[src/rtl/chan_exit_pkg.sv]
package chan_exit_pkg;

  typedef enum logic [1:0] {
    ST_IDLE = 2'd0,
    ST_SAVE = 2'd1,
    ST_IRQ  = 2'd2,
    ST_FIN  = 2'd3
  } exit_st_t;

  localparam logic [1:0] CSZ_FULL  = 2'd0;
  localparam logic [1:0] CSZ_SMALL = 2'd1;

  // number of context words for a size code; codes 2 and 3 both mean minimum
  function automatic int unsigned save_words(input logic [1:0] sz,
                                             input int unsigned full_n,
                                             input int unsigned small_n,
                                             input int unsigned min_n);
    case (sz)
      CSZ_FULL:  return full_n;
      CSZ_SMALL: return small_n;
      default:   return min_n;
    endcase
  endfunction

endpackage

[src/rtl/exit_fsm.sv]
module exit_fsm
  import chan_exit_pkg::*;
#(
  parameter int PRW = 8
) (
  input  logic           clk,
  input  logic           rst,
  input  logic           err_trig,
  input  logic           dbg_trig,
  input  logic           err_bus,
  input  logic [PRW-1:0] irq_prio,
  input  logic           save_done,
  input  logic           irq_rdy,
  output logic           start_err,
  output logic           start_dbg,
  output logic           in_save,
  output logic           irq_req,
  output logic [PRW-1:0] irq_lvl,
  output logic           busy,
  output logic           done
);

  exit_st_t       st, st_nx;
  logic           need_irq;
  logic [PRW-1:0] lvl_q;

  assign start_err = (st == ST_IDLE) && err_trig;
  assign start_dbg = (st == ST_IDLE) && dbg_trig && !err_trig;

  always_comb begin
    st_nx = st;
    case (st)
      ST_IDLE: if (start_err || start_dbg) st_nx = ST_SAVE;
      ST_SAVE: if (save_done) st_nx = need_irq ? ST_IRQ : ST_FIN;
      ST_IRQ:  if (irq_rdy) st_nx = ST_FIN;
      ST_FIN:  st_nx = ST_IDLE;
      default: st_nx = ST_IDLE;
    endcase
  end

  always_ff @(posedge clk) begin
    if (rst) begin
      st       <= ST_IDLE;
      need_irq <= 1'b0;
      lvl_q    <= '0;
    end else begin
      st <= st_nx;
      if (start_err || start_dbg) begin
        need_irq <= start_err && !err_bus;
        lvl_q    <= irq_prio;
      end
    end
  end

  assign in_save = (st == ST_SAVE);
  assign irq_req = (st == ST_IRQ);
  assign irq_lvl = lvl_q;
  assign busy    = (st != ST_IDLE);
  assign done    = (st == ST_FIN);

  // a pending request and its level hold until accepted
  assert_irq_hold_R5: assert property (@(posedge clk) disable iff (rst)
    irq_req && !irq_rdy |=> irq_req && $stable(irq_lvl));

  // the interrupt only follows a completed context save
  assert_irq_after_save_R5: assert property (@(posedge clk) disable iff (rst)
    $rose(irq_req) |-> $past(in_save) && $past(save_done));

  // done is a single cycle and releases the stall
  assert_done_release_R6: assert property (@(posedge clk) disable iff (rst)
    done |=> !done && !busy);

endmodule

[src/rtl/ctx_stream.sv]
module ctx_stream
  import chan_exit_pkg::*;
#(
  parameter int PCW         = 16,
  parameter int CHW         = 5,
  parameter int FULL_WORDS  = 8,
  parameter int SMALL_WORDS = 4,
  parameter int MIN_WORDS   = 2,
  localparam int IDXW       = (FULL_WORDS > 1) ? $clog2(FULL_WORDS) : 1
) (
  input  logic            clk,
  input  logic            rst,
  input  logic            start,
  input  logic            is_dbg,
  input  logic            dbg_ret,
  input  logic [1:0]      ctx_size,
  input  logic [PCW-1:0]  cur_pc,
  input  logic [CHW-1:0]  cur_chan,
  input  logic            cur_cen,
  input  logic            in_save,
  input  logic            ctx_rdy,
  output logic            ctx_vld,
  output logic [IDXW-1:0] ctx_idx,
  output logic [PCW-1:0]  ctx_pc,
  output logic            ctx_cen,
  output logic [CHW-1:0]  ctx_chan,
  output logic            ctx_last,
  output logic            save_done
);

  logic [IDXW-1:0] idx_q, top_q;
  logic [PCW-1:0]  pc_q;
  logic            cen_q;
  logic [CHW-1:0]  chan_q;
  logic            keep;

  assign keep = is_dbg && dbg_ret;

  always_ff @(posedge clk) begin
    if (rst) begin
      idx_q  <= '0;
      top_q  <= '0;
      pc_q   <= '0;
      cen_q  <= 1'b0;
      chan_q <= '0;
    end else if (start) begin
      idx_q  <= '0;
      top_q  <= IDXW'(save_words(ctx_size, FULL_WORDS, SMALL_WORDS, MIN_WORDS) - 1);
      pc_q   <= keep ? cur_pc - PCW'(1) : cur_pc;
      cen_q  <= keep ? cur_cen : 1'b0;
      chan_q <= cur_chan;
    end else if (in_save && ctx_rdy && (idx_q != top_q)) begin
      idx_q <= idx_q + IDXW'(1);
    end
  end

  assign ctx_vld   = in_save;
  assign ctx_idx   = idx_q;
  assign ctx_pc    = pc_q;
  assign ctx_cen   = cen_q;
  assign ctx_chan  = chan_q;
  assign ctx_last  = in_save && (idx_q == top_q);
  assign save_done = ctx_last && ctx_rdy;

  // a stalled word keeps its contents
  assert_vld_hold_R10: assert property (@(posedge clk) disable iff (rst)
    ctx_vld && !ctx_rdy |=> ctx_vld && $stable(ctx_idx) && $stable(ctx_pc)
                            && $stable(ctx_cen) && $stable(ctx_chan));

  // accepted non-final word advances the index by one
  assert_idx_step_R3: assert property (@(posedge clk) disable iff (rst)
    ctx_vld && ctx_rdy && !ctx_last |=> ctx_vld && ctx_idx == $past(ctx_idx) + IDXW'(1));

endmodule

[src/rtl/exit_status.sv]
module exit_status #(
  parameter int PCW = 16,
  parameter int CHW = 5,
  parameter int ETW = 3
) (
  input  logic           clk,
  input  logic           rst,
  input  logic           start_err,
  input  logic           start_dbg,
  input  logic [PCW-1:0] cur_pc,
  input  logic [CHW-1:0] cur_chan,
  input  logic [ETW-1:0] err_type,
  input  logic           err_bus,
  input  logic           dbg_evt,
  input  logic           dbg_dall,
  input  logic           host_en_set,
  output logic [PCW-1:0] st_err_pc,
  output logic [CHW-1:0] st_err_chan,
  output logic [ETW-1:0] st_err_type,
  output logic           st_err_bus,
  output logic [PCW-1:0] st_dbg_pc,
  output logic [CHW-1:0] st_dbg_chan,
  output logic           bkpt,
  output logic           glob_en
);

  always_ff @(posedge clk) begin
    if (rst) begin
      st_err_pc   <= '0;
      st_err_chan <= '0;
      st_err_type <= '0;
      st_err_bus  <= 1'b0;
      st_dbg_pc   <= '0;
      st_dbg_chan <= '0;
      bkpt        <= 1'b0;
      glob_en     <= 1'b1;
    end else begin
      bkpt <= start_dbg && dbg_evt;
      if (start_err) begin
        st_err_pc   <= cur_pc;
        st_err_chan <= cur_chan;
        st_err_type <= err_type;
        st_err_bus  <= err_bus;
      end
      if (start_dbg) begin
        st_dbg_pc   <= cur_pc;
        st_dbg_chan <= cur_chan;
      end
      if (start_dbg && dbg_dall) glob_en <= 1'b0;
      else if (host_en_set)      glob_en <= 1'b1;
    end
  end

  // breakpoint never lasts more than one cycle
  assert_bkpt_pulse_R7: assert property (@(posedge clk) disable iff (rst)
    bkpt |=> !bkpt);

  // disable-all debug exit drops the global enable
  assert_glob_clear_R8: assert property (@(posedge clk) disable iff (rst)
    start_dbg && dbg_dall |=> !glob_en);

endmodule

[src/rtl/chan_exit_seq.sv]
module chan_exit_seq #(
  parameter int PCW         = 16,
  parameter int CHW         = 5,
  parameter int ETW         = 3,
  parameter int PRW         = 8,
  parameter int FULL_WORDS  = 8,
  parameter int SMALL_WORDS = 4,
  parameter int MIN_WORDS   = 2,
  localparam int IDXW       = (FULL_WORDS > 1) ? $clog2(FULL_WORDS) : 1
) (
  input  logic            clk,
  input  logic            rst,
  input  logic            err_trig,
  input  logic [ETW-1:0]  err_type,
  input  logic            err_bus,
  input  logic            dbg_trig,
  input  logic            dbg_ret,
  input  logic            dbg_evt,
  input  logic            dbg_dall,
  input  logic [PCW-1:0]  cur_pc,
  input  logic [CHW-1:0]  cur_chan,
  input  logic            cur_cen,
  input  logic [1:0]      ctx_size,
  input  logic [PRW-1:0]  irq_prio,
  input  logic            host_en_set,
  output logic            ctx_vld,
  input  logic            ctx_rdy,
  output logic [IDXW-1:0] ctx_idx,
  output logic [PCW-1:0]  ctx_pc,
  output logic            ctx_cen,
  output logic [CHW-1:0]  ctx_chan,
  output logic            ctx_last,
  output logic            irq_req,
  input  logic            irq_rdy,
  output logic [PRW-1:0]  irq_lvl,
  output logic            bkpt,
  output logic            glob_en,
  output logic            busy,
  output logic            done,
  output logic [PCW-1:0]  st_err_pc,
  output logic [CHW-1:0]  st_err_chan,
  output logic [ETW-1:0]  st_err_type,
  output logic            st_err_bus,
  output logic [PCW-1:0]  st_dbg_pc,
  output logic [CHW-1:0]  st_dbg_chan
);

  logic start_err, start_dbg, in_save, save_done;

  exit_fsm #(.PRW(PRW)) u_fsm (
    .clk       (clk),
    .rst       (rst),
    .err_trig  (err_trig),
    .dbg_trig  (dbg_trig),
    .err_bus   (err_bus),
    .irq_prio  (irq_prio),
    .save_done (save_done),
    .irq_rdy   (irq_rdy),
    .start_err (start_err),
    .start_dbg (start_dbg),
    .in_save   (in_save),
    .irq_req   (irq_req),
    .irq_lvl   (irq_lvl),
    .busy      (busy),
    .done      (done)
  );

  ctx_stream #(
    .PCW(PCW), .CHW(CHW),
    .FULL_WORDS(FULL_WORDS), .SMALL_WORDS(SMALL_WORDS), .MIN_WORDS(MIN_WORDS)
  ) u_ctx (
    .clk       (clk),
    .rst       (rst),
    .start     (start_err || start_dbg),
    .is_dbg    (start_dbg),
    .dbg_ret   (dbg_ret),
    .ctx_size  (ctx_size),
    .cur_pc    (cur_pc),
    .cur_chan  (cur_chan),
    .cur_cen   (cur_cen),
    .in_save   (in_save),
    .ctx_rdy   (ctx_rdy),
    .ctx_vld   (ctx_vld),
    .ctx_idx   (ctx_idx),
    .ctx_pc    (ctx_pc),
    .ctx_cen   (ctx_cen),
    .ctx_chan  (ctx_chan),
    .ctx_last  (ctx_last),
    .save_done (save_done)
  );

  exit_status #(.PCW(PCW), .CHW(CHW), .ETW(ETW)) u_stat (
    .clk         (clk),
    .rst         (rst),
    .start_err   (start_err),
    .start_dbg   (start_dbg),
    .cur_pc      (cur_pc),
    .cur_chan    (cur_chan),
    .err_type    (err_type),
    .err_bus     (err_bus),
    .dbg_evt     (dbg_evt),
    .dbg_dall    (dbg_dall),
    .host_en_set (host_en_set),
    .st_err_pc   (st_err_pc),
    .st_err_chan (st_err_chan),
    .st_err_type (st_err_type),
    .st_err_bus  (st_err_bus),
    .st_dbg_pc   (st_dbg_pc),
    .st_dbg_chan (st_dbg_chan),
    .bkpt        (bkpt),
    .glob_en     (glob_en)
  );

  // a running exit is never restarted by a new trigger
  assert_no_restart_R9: assert property (@(posedge clk) disable iff (rst)
    busy && !done |=> busy);

endmodule

[config.mk]
export PLATFORM = sky130hd
export DESIGN_NAME = chan_exit_seq
export DESIGN_NICKNAME = d
export VERILOG_FILES = /design/src/rtl/chan_exit_pkg.sv /design/src/rtl/exit_fsm.sv /design/src/rtl/ctx_stream.sv /design/src/rtl/exit_status.sv /design/src/rtl/chan_exit_seq.sv
export SDC_FILE = /design/constraint.sdc
export NUM_CORES = 1
export LEC_CHECK = 0
export BUFFER_PORTS_ARGS = -buffer_cell sky130_fd_sc_hd__buf_2
export CORE_ASPECT_RATIO = 0.75
export CORE_MARGIN = 3
export CORE_UTILIZATION = 45
export CTS_CLUSTER_DIAMETER = 150
export CTS_CLUSTER_SIZE = 8
export DETAILED_ROUTE_END_ITERATION = 16
export PLACE_DENSITY = 0.73
export SLEW_MARGIN = 5
export SYNTH_ARGS = -nofsm -noshare
export SYNTH_HDL_FRONTEND = slang
export SYNTH_HIERARCHICAL = 1
export SYNTH_SLANG_ARGS = --single-unit
export TNS_END_PERCENT = 50
[constraint.sdc]
create_clock -name clk -period 2.1 [get_ports clk]
set_input_delay 0.42 -clock clk [delete_from_list [all_inputs] [get_ports clk]]
set_output_delay 0.42 -clock clk [all_outputs]
set_load 0.01 [all_outputs]
==> results.ini, run 1 <==
[run_status]
status = completed

[clock_tree]
clock_path_buffers = 2
cts_tree = yes
cts_root_buffer = clkbuf_8
cts.sinks = 87
clk_pin_slew_ns = 0.09
clk_latency_ns = 0.34
cts_hold_buffers = 0
cts_buffers = 9
htreeDepth = 3

[setup_path]
r2r_end = u_ctx/ctx_pc[13]
r2r_setup_slack_ns = 0.04
start_kind = flop
cp.arrival_ns = 2.31
end_kind = flop
reg2regPathDepth = 8
path_class = reg2reg
cp.required_ns = 2.34
r2r_start = u_fsm/st[1]
worst-path-max-fanout = 5

[routing]
drt_first_iter_violations = 121
num_vias = 3274
firstDrtPassIters = 4
viasPerCell = 5.21
wl_per_cell_um = 15.9
wl_mm = 10.0
drc_errors = 0
antenna_left = 0

[synthesis]
async_flop_share_pct = 0
synth-edff-count = 0
ys_ff_latch = 87
syn-cell-area_um2 = 3690
ys_warn_count = 6
avgSynthCellArea_um2 = 9.69
synth_top_flop_cell = dfxtp_1
synthCells = 381
syn_nets = 434
synth-seq-area-share_pct = 47.2
netlist-cell-type-count = 49

[sta]
hold_viol_final = 0
setup_tns_ns = 0
skew_ns = 0.00759
fmax_mhz = 485
max_slew.worst_pin.slew_ns = 0.469
setup_viol = 0
relSlewSlack_pct = 68.7
maxSlewViolCount = 0
fin_crit_ns = 2.06
hold_ws_ns = 0.287
finalCritPeriodShare_pct = 98.3

[placement]
hpwl_mm = 7.27
portBuffers = 131
dp_cells = 612
place.gp.congestion = 0.933

[flow_run]
max_cap_violations = 0

[finish]
drive_gt1_share_pct = 34.7
layout_commonest_cell = buf_2
fill_cells = 683
stdcell_count = 629
antennaDiodeCount = 0
nNetsFinal = 576
final_cell_mix = 131 x buf_2, 86 x dfxtp_1, 77 x nor2_1
syn2layout_area_growth_pct = 28.6

[worst_hold_path]
hold_path.class = in2reg
holdPathStages = 2
min-delay-start = ctx_size[1]
min_to = u_ctx/top_q[1]

[power_and_ir_drop]
ir_drop_mv = 0.500
powerDensity_nw_per_um2 = 1090
p_leak_nw = 2.21
total_power_mw = 5.16

[floorplan]
dieArea_um2 = 9340
num_rows = 27
fp.dieW_um = 111
start_util_pct = 48.4
core_region_area_um2 = 7630
die_y_um = 84.5
ios = 132

[global_routing]
grt_pass1_wl_mm = 15.8
antenna_found_initial = 0
grt_pass1_vias = 3259
grt_usage_pct = 20.6
grt_max_degree = 67
overflow = 0

-- layer usage --
metal / wire [um] / global-route usage (%) / up-vias
li1: - / - / 1599
met1: 4600 / 26.9 / 1555
met2: 4710 / 33.6 / 110
met3: 599 / 5.69 / 10
met4: 123 / 5.93 / 0
met5: 0 / 0 / -
-- sequential cells by signal (all words and copies together), names as in the netlist --
| name | count |
|---|---|
| u_stat/st_err_type | 3 |
| u_fsm/irq_lvl | 8 |
| u_ctx/ctx_cen | 1 |
| u_fsm/need_irq | 1 |
| u_stat/bkpt | 1 |
| u_ctx/ctx_chan | 5 |
| u_fsm/st | 2 |
| u_stat/st_err_pc | 16 |
| u_ctx/ctx_idx | 3 |
| u_stat/glob_en | 1 |
| u_ctx/ctx_pc | 16 |
| u_stat/st_dbg_pc | 16 |
| u_stat/st_err_bus | 1 |
| u_ctx/top_q | 3 |
| u_stat/st_dbg_chan | 5 |
| u_stat/st_err_chan | 5 |
-- metrics by stage --
stage / utilization, % / worst slack (ns) / area (um^2)
2_1_floorplan: - / 0.00185 / 3730
3_3_place_gp: 59.2 / 0.0908 / 4520
3_5_place_dp: 59.2 / 0.0501 / 4520
4_1_cts: 62.0 / 0.0670 / 4730
5_1_grt: 62.2 / -0.0317 / 4750
6_report: 62.2 / 0.0362 / 4750
-- report_power, final --
group,internal [mW],switching (mW)
clock network,0.602,0.611
logic,0.819,1.06
registers,1.92,0.142
total,3.34,1.81
-- cell usage after synthesis, types with 7 or more instances --
master,number,area share [%]
nand2_1,10,1.0
o21ai_0,9,1.2
a21oi_1,10,1.4
xnor2_1,12,2.8
inv_1,8,0.81
mux2i_1,56,15
nor2_1,78,7.9
ha_1,7,2.4
a211oi_1,11,2.2
nand3_1,13,1.8
dfxtp_1,87,47
clkbuf_1,12,1.2
nor3_1,7,0.95
-- cell type report --
type	count	area (um^2)	share of cell area (%)
clock buffer	10	138	2.90
multi-input combinational	261	1780	37.4
tap	101	126	2.66
inverter	9	36.3	0.764
timing repair buffer	155	852	17.9
clock inverter	6	75.1	1.58
sequential	87	1740	36.7
-- critical path: stages, from the launching register on --
cell and delay (ns):
dfxtp_2 0.35, inv_2 0.09, ha_4 0.18, nand3b_4 0.10, inv_4 0.08, nor4bb_4 0.31, nand3_1 0.16, or4_1 0.44
a311oi_1 0.26
-- cell families after synthesis --
kind of cell    Yosys count  synth area share, %
compound gates           47                 8.47
xor+xnor                 15                 3.56
fa+ha+maj                 7                 2.37
buf+inv                  33                 5.66
flops                    87                 47.2
mux                      56                 15.2
simple gates            136                 17.6
-- repair_timing --
| item | in CTS | in global routing |
|---|---|---|
| resized for setup | 0 | 3 |
| buffers inserted | 0 | 1 |
| endpoints found under the setup margin | 0 | 4 |
-- worst max path at each step --
stage / startpoint / end / depth (start not counted)
3_3_place_gp: cur_pc[8] / u_ctx/ctx_pc[14] / 5
4_1_cts: u_fsm/st[1] / u_ctx/ctx_pc[13] / 8
3_5_place_dp: err_trig / u_ctx/ctx_pc[13] / 7
5_1_grt: u_fsm/st[1] / u_ctx/ctx_pc[13] / 8
6_report: u_fsm/st[1] / u_ctx/ctx_pc[13] / 8
2_1_floorplan: u_fsm/st[0] / u_ctx/ctx_pc[14] / 9
Note: power is estimated with default switching activity, not from simulation.
==> run 2, diff against run 1 <==
--- a/config.mk
+++ b/config.mk
@@ -9,7 +9,7 @@
 export CORE_ASPECT_RATIO = 0.75
 export CORE_MARGIN = 3
 export CORE_UTILIZATION = 45
-export CTS_CLUSTER_DIAMETER = 150
+export CTS_CLUSTER_DIAMETER = 30
 export CTS_CLUSTER_SIZE = 8
 export DETAILED_ROUTE_END_ITERATION = 16
 export PLACE_DENSITY = 0.73
==> constraint.sdc (replaced) <==
create_clock -name clk -period 2.1 [get_ports clk]
set_input_delay 0.315 -clock clk [delete_from_list [all_inputs] [get_ports clk]]
set_output_delay 0.315 -clock clk [all_outputs]
set_load 0.01 [all_outputs]
==> run 2 against run 1 <==
Compared with the run above:
- core utilization down 1.1 points
- maximum frequency up 5.3%
- cell count down 1.7%
- die area unchanged
- clock-buffer cell count down 1
- worst setup slack better by 0.10 ns
- sequential power about the same
- worst hold slack worse by 0.12 ns
- design area down 1.8%
- non-clock buffer count down 10
- sequential cell count unchanged
- largest power group unchanged
==> results.ini, run 2 (synthesis gave the netlist of run 1 again) <==
[routing]
antenna_left = 0  ; unchanged
wl_mm = 9.46  ; -5.7%
drt_first_iter_violations = 140  ; +16%
viasPerCell = 5.14  ; -1.3%
drc_errors = 0  ; unchanged
wl_per_cell_um = 15.3  ; -4.0%
firstDrtPassIters = 4  ; unchanged
num_vias = 3176  ; -3.0%

[setup_path]
start_kind = flop
cp_slowest_cell = or3_4
cp_cell_sequence = inv_2 -> ha_4 -> nand3b_4 -> inv_4 -> nand3_2 -> or3_4 -> or3_1 -> a311oi_1
cpPeakStageDelay_ns = 0.40  ; -0.04 ns
worst-path-max-fanout = 7  ; +2
path_class = reg2reg
cp.arrival_ns = 2.22  ; -0.09 ns
cp.required_ns = 2.36  ; +0.02 ns
end_kind = flop

[sta]
rsz0062_at_grt = false
finalCritPeriodShare_pct = 93.3  ; -5.0 points
setup_tns_ns = 0  ; unchanged
hold_ws_ns = 0.170  ; -0.117 ns
maxSlewViolCount = 0  ; unchanged
skew_ns = 0.0105  ; +0.00291 ns
fin_crit_ns = 1.96  ; -0.104 ns
max_slew.worst_pin.slew_ns = 0.477  ; +0.00796 ns
hold_viol_final = 0  ; unchanged
fmax_mhz = 510  ; +5.3%
setup_viol = 0  ; unchanged
relSlewSlack_pct = 68.2  ; -0.53 points

[floorplan]
dieArea_um2 = 9340  ; unchanged
core_region_area_um2 = 7630  ; unchanged
num_rows = 27  ; unchanged
die_y_um = 84.5  ; unchanged
ios = 132  ; unchanged
fp.dieW_um = 111  ; unchanged
start_util_pct = 48.4  ; unchanged

[clock_tree]
htreeDepth = 3  ; unchanged
cts.sinks = 87  ; unchanged
cts_hold_buffers = 0  ; unchanged
cts_root_buffer = clkbuf_8
cts_buffers = 9  ; unchanged
clk_latency_ns = 0.35  ; about the same
clock_path_buffers = 2  ; unchanged
cts_tree = yes
clk_pin_slew_ns = 0.08  ; about the same

[placement]
placed_area_um2 = 4440  ; -1.8%
place.gp.congestion = 0.882  ; -5.5%
portBuffers = 131  ; unchanged
hpwl_mm = 7.06  ; -3.0%

[worst_hold_path]
hold_path.class = in2reg

[global_routing]
grt_usage_pct = 20.1  ; -0.47 points
grt_pass1_vias = 3189  ; -2.1%
overflow = 0  ; unchanged
antenna_found_initial = 0  ; unchanged
grt_pass1_wl_mm = 15.5  ; -2.3%
grt_max_degree = 39  ; -42%

[finish]
final_core_util_pct = 61.1  ; -1.1 points
finalInstanceArea_um2 = 4660  ; -1.8%
multi_input_area_um2 = 1780  ; +0.14%
register_area_um2 = 1740  ; unchanged
final_cell_mix = 131 x buf_2, 86 x dfxtp_1, 78 x nor2_1
antennaDiodeCount = 0  ; unchanged
fill_cells = 683  ; unchanged
syn2layout_area_growth_pct = 26.3
layout_commonest_cell = buf_2
drive_gt1_share_pct = 33.3  ; -1.4 points
nNetsFinal = 566  ; -1.7%

[run_status]
status = completed

[power_and_ir_drop]
ir_drop_mv = 0.499  ; -0.26%
powerDensity_nw_per_um2 = 1110  ; +1.9%
p_leak_nw = 2.16  ; -2.4%

[flow_run]
max_cap_violations = 0  ; unchanged

-- run 2: final cells by class --
class	count	area share (%)
clock buffers	9	2.66
clock inverters	6	1.99
inverters	9	0.778
multi-input cells	261	38.2
flip-flops and latches	87	37.4
well taps	101	2.71
repair buffers	145	16.3
-- run 2: per-stage QoR --
step | std cells | setup WS [ns] | power [mW]
floorplan | 381 | 0.00185 | 3.42
CTS | 618 | 0.0709 | 5.21
global placement | 603 | 0.134 | 3.89
global route | 618 | 0.0125 | 5.47
detailed placement | 603 | 0.0963 | 3.92
finish | 618 | 0.141 | 5.16
-- run 2: final timing paths --
check                                        end             from  cells past startpoint  slack (ns)
worst max register to register  u_ctx/ctx_pc[14]      u_fsm/st[1]                      8        0.14
worst min-delay path              u_ctx/top_q[1]      ctx_size[1]                      2        0.17
worst min register to register   u_ctx/ctx_pc[8]  u_ctx/ctx_pc[8]                      2        0.46
worst max-delay path            u_ctx/ctx_pc[14]      u_fsm/st[1]                      8        0.14
-- run 2: worst max-delay path: cells and delay by family (launching register included) --
family / cells / cell delay [ns]
buffers and inverters: 2 / 0.19
flip-flops: 1 / 0.36
AO/OA/AOI/OAI: 1 / 0.24
AND/OR/NAND/NOR: 4 / 0.93
adder cells (fa/ha/maj): 1 / 0.16
-- run 2: report_power, final --
part           internal, mW  switching (mW)
logic                 0.792            1.03
clock network         0.672           0.606
registers              1.92           0.140
-- run 2: repair_timing --
item / in CTS / in global routing
setup buffers: 0 / 0
gates resized for setup: 0 / 2
setup endpoints to repair: 0 / 2
-- run 2: routing by layer --
layer / up-vias / wire [um] / GRT usage [%]
li1: 1584 / - / -
met5: - / 0 / 0
met2: 91 / 4290 / 32.0
met1: 1489 / 4480 / 26.6
met4: 0 / 99 / 5.59
met3: 12 / 593 / 6.34
